File: src/rtl/irq_seq_pkg.sv
package irq_seq_pkg;

  typedef enum logic {
    MODE_SEQ  = 1'b0,
    MODE_NEST = 1'b1
  } handling_mode_e;

  typedef struct packed {
    logic sample_ok;
    logic eligible;
    logic take;
  } take_decision_t;

endpackage

File: src/rtl/irq_pend_latch.sv
module irq_pend_latch #(
  parameter int N = 8
) (
  input  logic         clk,
  input  logic         rst_n,
  input  logic [N-1:0] req_i,
  input  logic [N-1:0] clr_i,
  output logic [N-1:0] pend_o
);

  logic [N-1:0] req_q, req_q_n;
  logic [N-1:0] pend_q, pend_n;
  logic [N-1:0] rise;

  always_comb begin
    rise    = req_i & ~req_q;
    req_q_n = req_i;
    pend_n  = (pend_q & ~clr_i) | rise;
  end

  always_ff @(posedge clk or negedge rst_n) begin
    if (!rst_n) begin
      req_q  <= '0;
      pend_q <= '0;
    end else begin
      req_q  <= req_q_n;
      pend_q <= pend_n;
    end
  end

  assign pend_o = pend_q;

endmodule

File: src/rtl/irq_prio_pick.sv
module irq_prio_pick #(
  parameter int N  = 8,
  parameter int IW = 3
) (
  input  logic [N-1:0]  pend_i,
  output logic          any_o,
  output logic [IW-1:0] idx_o
);

  logic [N-1:0]  hit_above;
  logic [N-1:0]  sel;

  // A line is selected when it is pending and no higher line is.
  generate
    for (genvar g = 0; g < N; g++) begin : g_sel
      if (g == N - 1) begin : g_top
        assign hit_above[g] = 1'b0;
      end else begin : g_mid
        assign hit_above[g] = |pend_i[N-1:g+1];
      end
      assign sel[g] = pend_i[g] & ~hit_above[g];
    end
  endgenerate

  always_comb begin
    idx_o = '0;
    for (int i = 0; i < N; i++) begin
      if (sel[i]) idx_o = IW'(i);
    end
    any_o = |pend_i;
  end

endmodule

File: src/rtl/irq_level_stack.sv
module irq_level_stack #(
  parameter int DEPTH = 8,
  parameter int LW    = 3,
  parameter int DW    = 4
) (
  input  logic          clk,
  input  logic          rst_n,
  input  logic          push_i,
  input  logic          pop_i,
  input  logic [LW-1:0] push_lvl_i,
  output logic [LW-1:0] top_o,
  output logic [DW-1:0] depth_o,
  output logic          empty_o,
  output logic          full_o
);

  localparam int PW = (DEPTH > 1) ? $clog2(DEPTH) : 1;

  logic [DW-1:0] depth_q, depth_n;
  logic [LW-1:0] mem_q [DEPTH];
  logic [PW-1:0] wr_ptr;
  logic [PW-1:0] top_ptr;

  always_comb begin
    empty_o = (depth_q == '0);
    full_o  = (depth_q == DW'(DEPTH));
    wr_ptr  = PW'(depth_q);
    top_ptr = PW'(depth_q - DW'(1));
    top_o   = empty_o ? '0 : mem_q[top_ptr];
    depth_n = depth_q;
    if (push_i && !full_o)      depth_n = depth_q + DW'(1);
    else if (pop_i && !empty_o) depth_n = depth_q - DW'(1);
  end

  always_ff @(posedge clk or negedge rst_n) begin
    if (!rst_n) depth_q <= '0;
    else        depth_q <= depth_n;
  end

  generate
    for (genvar e = 0; e < DEPTH; e++) begin : g_ent
      logic wr_en;
      assign wr_en = push_i && !full_o && (wr_ptr == PW'(e));
      always_ff @(posedge clk or negedge rst_n) begin
        if (!rst_n)     mem_q[e] <= '0;
        else if (wr_en) mem_q[e] <= push_lvl_i;
      end
    end
  endgenerate

  assign depth_o = depth_q;

endmodule

File: src/rtl/irq_sequencer.sv
module irq_sequencer #(
  parameter int          NUM_LINES   = 8,
  parameter int          STACK_DEPTH = 8,
  parameter int          ADDR_W      = 16,
  parameter int          SLOT_SHIFT  = 4,
  parameter logic [15:0] BASE_ADDR   = 16'h0400,
  parameter int          LINE_W      = $clog2(NUM_LINES),
  parameter int          DEPTH_W     = $clog2(STACK_DEPTH + 1)
) (
  input  logic                 clk,
  input  logic                 rst_n,
  input  logic [NUM_LINES-1:0] irq_req,
  input  logic                 glob_en,
  input  logic                 nest_mode,
  input  logic                 instr_done,
  input  logic                 rti,
  input  logic                 save_ack,
  output logic                 save_req,
  output logic [ADDR_W-1:0]    handler_addr,
  output logic [LINE_W-1:0]    cur_level,
  output logic [DEPTH_W-1:0]   nest_depth,
  output logic                 ret_err
);
  import irq_seq_pkg::*;

  localparam logic [ADDR_W-1:0] BASE = ADDR_W'(BASE_ADDR);

  // Reset: asserted asynchronously, released through two flops.
  logic rst_s1, rst_s2;
  always_ff @(posedge clk or negedge rst_n) begin
    if (!rst_n) begin
      rst_s1 <= 1'b0;
      rst_s2 <= 1'b0;
    end else begin
      rst_s1 <= 1'b1;
      rst_s2 <= rst_s1;
    end
  end

  logic [NUM_LINES-1:0] pend, clr;
  logic                 pick_any;
  logic [LINE_W-1:0]    pick_idx;
  logic [LINE_W-1:0]    top_lvl;
  logic                 stk_empty, stk_full;
  logic                 do_pop;
  handling_mode_e       mode;
  take_decision_t       dec;

  logic                 save_req_q, save_req_n, save_req_en;
  logic [ADDR_W-1:0]    addr_q, addr_n;
  logic                 addr_en;
  logic                 err_q, err_n, err_en;

  irq_pend_latch #(.N(NUM_LINES)) u_pend (
    .clk    (clk),
    .rst_n  (rst_s2),
    .req_i  (irq_req),
    .clr_i  (clr),
    .pend_o (pend)
  );

  irq_prio_pick #(.N(NUM_LINES), .IW(LINE_W)) u_pick (
    .pend_i (pend),
    .any_o  (pick_any),
    .idx_o  (pick_idx)
  );

  irq_level_stack #(.DEPTH(STACK_DEPTH), .LW(LINE_W), .DW(DEPTH_W)) u_stack (
    .clk        (clk),
    .rst_n      (rst_s2),
    .push_i     (dec.take),
    .pop_i      (do_pop),
    .push_lvl_i (pick_idx),
    .top_o      (top_lvl),
    .depth_o    (nest_depth),
    .empty_o    (stk_empty),
    .full_o     (stk_full)
  );

  // Decision at the instruction boundary.
  always_comb begin
    mode          = handling_mode_e'(nest_mode);
    dec.sample_ok = instr_done & glob_en & ~save_req_q & ~rti;
    dec.eligible  = stk_empty |
                    ((mode == MODE_NEST) & (pick_idx > top_lvl) & ~stk_full);
    dec.take      = dec.sample_ok & pick_any & dec.eligible;
    do_pop        = rti & ~stk_empty;
    clr           = '0;
    if (dec.take) clr[pick_idx] = 1'b1;
  end

  // Next-state for the handshake, address and error flag.
  always_comb begin
    save_req_en = dec.take | (save_req_q & save_ack);
    save_req_n  = dec.take;
    addr_en     = dec.take;
    addr_n      = BASE + (ADDR_W'(pick_idx) << SLOT_SHIFT);
    err_en      = rti & stk_empty;
    err_n       = 1'b1;
  end

  always_ff @(posedge clk or negedge rst_s2) begin
    if (!rst_s2) begin
      save_req_q <= 1'b0;
      addr_q     <= '0;
      err_q      <= 1'b0;
    end else begin
      if (save_req_en) save_req_q <= save_req_n;
      if (addr_en)     addr_q     <= addr_n;
      if (err_en)      err_q      <= err_n;
    end
  end

  assign save_req     = save_req_q;
  assign handler_addr = addr_q;
  assign cur_level    = top_lvl;
  assign ret_err      = err_q;

endmodule

File: config.mk
export PLATFORM = sky130hd
export DESIGN_NAME = irq_sequencer
export DESIGN_NICKNAME = d
export VERILOG_FILES = /design/src/rtl/irq_seq_pkg.sv /design/src/rtl/irq_pend_latch.sv /design/src/rtl/irq_prio_pick.sv /design/src/rtl/irq_level_stack.sv /design/src/rtl/irq_sequencer.sv
export SDC_FILE = /design/constraint.sdc
export NUM_CORES = 1
export LEC_CHECK = 0
export BUFFER_PORTS_ARGS = -buffer_cell sky130_fd_sc_hd__buf_2
export CAP_MARGIN = 20
export CORE_MARGIN = 3
export CORE_UTILIZATION = 55
export DETAILED_ROUTE_END_ITERATION = 7
export HOLD_SLACK_MARGIN = 0.06
export PLACE_DENSITY = 0.78
export SLEW_MARGIN = 20
export SYNTH_ARGS = -nofsm -noshare
export SYNTH_HDL_FRONTEND = slang
export SYNTH_SLANG_ARGS = --single-unit
export TNS_END_PERCENT = 20
File: constraint.sdc
create_clock -name clk -period 6.6 [get_ports clk]
set_input_delay 0.99 -clock clk [delete_from_list [all_inputs] [get_ports clk]]
set_output_delay 0.99 -clock clk [all_outputs]
set_load 0.03 [all_outputs]
==> flow_metrics.tcl <==
set metrics [dict create \
    outcome "finished, final reports clean" \
    syn_inst 205 \
    post_cts_hold_buffer_count 0 \
    die-area_sq_um 5640 \
    postSynth.topFlopCell "dfrtp_1" \
    timing.final.hold_violations 0 \
    cp_data_required_time_ns 6.80 \
    detail_route.drc_violations 0 \
    floorplan.io_pins 40 \
    final.min_clock_period_ns 3.88 \
    clkTransAtPathRegs_ns 0.10 \
    final-max-slew-violation-count 0 \
    drtIter0Drc 142 \
    netlist_area_sq_um 2630 \
    detail_route.vias_per_cell 5.55 \
    postLayoutCoreUtil_pct 63.4 \
    grt_start_max_net_pins 51 \
    diodes 0 \
    final_cell_count_no_fill 285 \
    routed-via-count 1581 \
    ys_ff_latch 52 \
    finalWeightedCongestion 0.840 \
    number_of_buffers_created_by_cts 5 \
    power_uw 1320 \
    cts_buffer_depth 2 \
    synth-edff-count 0 \
    timing.setup.tns_ns 0 \
    hpwl_microns 3500 \
    max_freq_mhz 258 \
    cts_htree_levels 2 \
    wire_length_of_the_first_global_routing_pass_microns 7820 \
    synthesis.area_per_instance_sq_um 12.8 \
    wp_data_arrival_ns 4.08 \
    floorplan.initialDensity_pct 58.7 \
    routedWlPerCell_microns 16.9 \
    gr-usage-all-layers_pct 19.1 \
    first_global_vias 1529 \
    tightest_slew_ns 0.786 \
    final_nets 257 \
    yosys.cell_types.count 54 \
    overflow 0 \
    clock-sinks 52 \
    relSlewSlack_pct 47.4 \
    crit_path_end_kind "flip-flop" \
    drt_wl_total_microns 4830 \
    fp.dieW_microns 75.1 \
    setup_violations 0 \
    async_flop_share_pct 100 \
    clock_latency_ns 0.31 \
    power.leakage_uw 0.00134 \
    post_cts_resize_count 0 \
    tritoncts "yes" \
    max_cap_viol_count 0 \
    ir_drop_v 0.000289 \
    place_area_sq_um 2740 \
    dpl.cell_count 277 \
    drt_pass1_iterations 4 \
    rows 24 \
    crit_share_post_route_pct 58.8 \
    final_standard_cell_area_without_fillers_sq_um 2840 \
    yosysSeqAreaShare_pct 49.5 \
    unrepaired_setup_endpoints_after_global_routing "false" \
    fp.coreArea_sq_um 4470 \
    clock-root-buffer "clkbuf_8" \
    placement.io_buffers 27 \
    yosysWarningCount 0 \
    postRouteAntennaNets 0 \
    fin_worst_skew_ns 0.00428 \
    post_route_cells_drive_above_1_share_pct 36.1 \
    power_per_cell_area_nw_per_um2 465 \
    grt_antenna_before_repair 0 \
    die_h_microns 75.1 \
    critPathLaunchType "flip-flop" \
    worst-setup-path-type "flip-flop to flip-flop" \
    cts_post_setup_buffers_inserted 0 \
    hp-class "flip-flop to async pin" \
    layout-area-overhead-vs-synth_pct 7.96 \
    critPathMaxFanout 12 \
]
layout make-up:
| class | instances | area, sq um |
|---|---|---|
| clock buffers | 5 | 68.8 |
| clock inverters | 3 | 22.5 |
| fillers | 339 | 1640 |
| inverters | 15 | 56.3 |
| multi-input cells | 130 | 1170 |
| flip-flops and latches | 52 | 1310 |
| well taps | 52 | 65.1 |
| repair buffers | 28 | 143 |
where the power goes:
group          leakage [uW]  switching [uW]  internal [uW]
Combinational      0.000683             358            274
Clock             0.0000485             109           76.1
Sequential         0.000608            86.8            415
Total               0.00134             553            765
worst max-delay path: stages, from the launching register on:
cell and delay, ns:
dfrtp_1 0.69, inv_1 0.20, ha_1 0.49, mux4_2 0.34, mux2_2 0.28, nand2_1 0.09, ha_1 0.26, nand3_1 0.09
nand3_1 0.11, o21ai_2 0.54, and3_2 0.34, mux2_2 0.34
kinds of logic (layout without fill, tap and decap cells):
kind of cell	count (synthesis)	in the layout	synth area share [%]
flip-flops	52	52	49.5
adder cells (fa/ha/maj)	10	10	4.76
XOR/XNOR	4	4	1.33
AND/OR/NAND/NOR	43	43	11.6
AO/OA/AOI/OAI	24	24	6.96
multiplexers	36	36	18.2
other	2	13	0.286
buffers and inverters	34	51	7.29
synthesized netlist by cell type (2+ instances only):
cell / count / area [sq um]
dfrtp_1: 52 / 1300
mux2_2: 26 / 293
inv_1: 14 / 52.6
buf_4: 12 / 90.1
ha_1: 10 / 125
nor2_1: 7 / 26.3
mux4_2: 6 / 135
nand2_1: 6 / 22.5
nand3_1: 5 / 25.0
a22o_1: 4 / 35.0
a21oi_1: 3 / 15.0
nand2b_1: 3 / 18.8
o21ai_0: 3 / 15.0
xnor2_1: 3 / 26.3
a21o_1: 2 / 15.0
and4_1: 2 / 17.5
buf_2: 2 / 10.0
buf_6: 2 / 22.5
conb_1: 2 / 7.51
mux2_4: 2 / 30.0
mux2i_1: 2 / 20.0
nand4_4: 2 / 42.5
nor2b_1: 2 / 12.5
nor3_1: 2 / 10.0
o21ai_2: 2 / 17.5
worst paths after layout:
path	slack (ns)	endpoint	startpoint	depth (start not counted)
max in group asynchronous	5.84	ret_err	rst_s2	0
setup reg to reg	2.72	u_stack.mem_q[2]	u_stack.depth_o[0]	11
hold / removal	0.35	handler_addr[5]	rst_s2	0
min in group clk	0.37	rst_s2	rst_s1	0
hold reg to reg	0.35	handler_addr[5]	rst_s2	0
setup / recovery	2.72	u_stack.mem_q[2]	u_stack.depth_o[0]	11
routing by layer:
| metal | part of all wire [%] | vias up | track usage, % |
|---|---|---|---|
| li1 | - | 757 | - |
| met1 | 49 | 769 | 28.8 |
| met2 | 43 | 53 | 27.2 |
| met3 | 6.9 | 2 | 5.34 |
| met4 | 0.64 | 0 | 5.34 |
| met5 | 0 | - | 0 |
cell usage in the layout, fill, tap and decap left out, types with 2 or more instances in the layout:
cell type  instances
o21ai_2            2
conb_1            13
xnor2_1            3
nor3_1             2
a21o_1             2
clkbuf_8           5
nand2_1            6
nor2_1             7
ha_1              10
nand4_4            2
mux2_2            26
a21oi_1            3
nor2b_1            2
o21ai_0            3
mux2i_1            2
buf_2             27
and4_1             2
a22o_1             4
inv_1             14
mux2_4             2
mux4_2             6
nand2b_1           3
nand3_1            5
dfrtp_1           51
stage by stage:
step                      worst slack (ns)  hold slack, ns
after floorplan                       2.87           0.331
after global placement                2.83           0.342
after detailed placement              2.73           0.346
after CTS                             2.72           0.377
after global routing                  2.45           0.382
final                                 2.72           0.347
registers in the layout, indices dropped and copies added, names as in the netlist:
name	flops
save_req	1
u_pend.pend_o	8
rst_s2	1
u_stack.mem_q	24
rst_s1	1
u_stack.depth_o	4
handler_addr	4
u_pend.req_q	8
ret_err	1
Note: power is estimated with default switching activity, not from simulation.
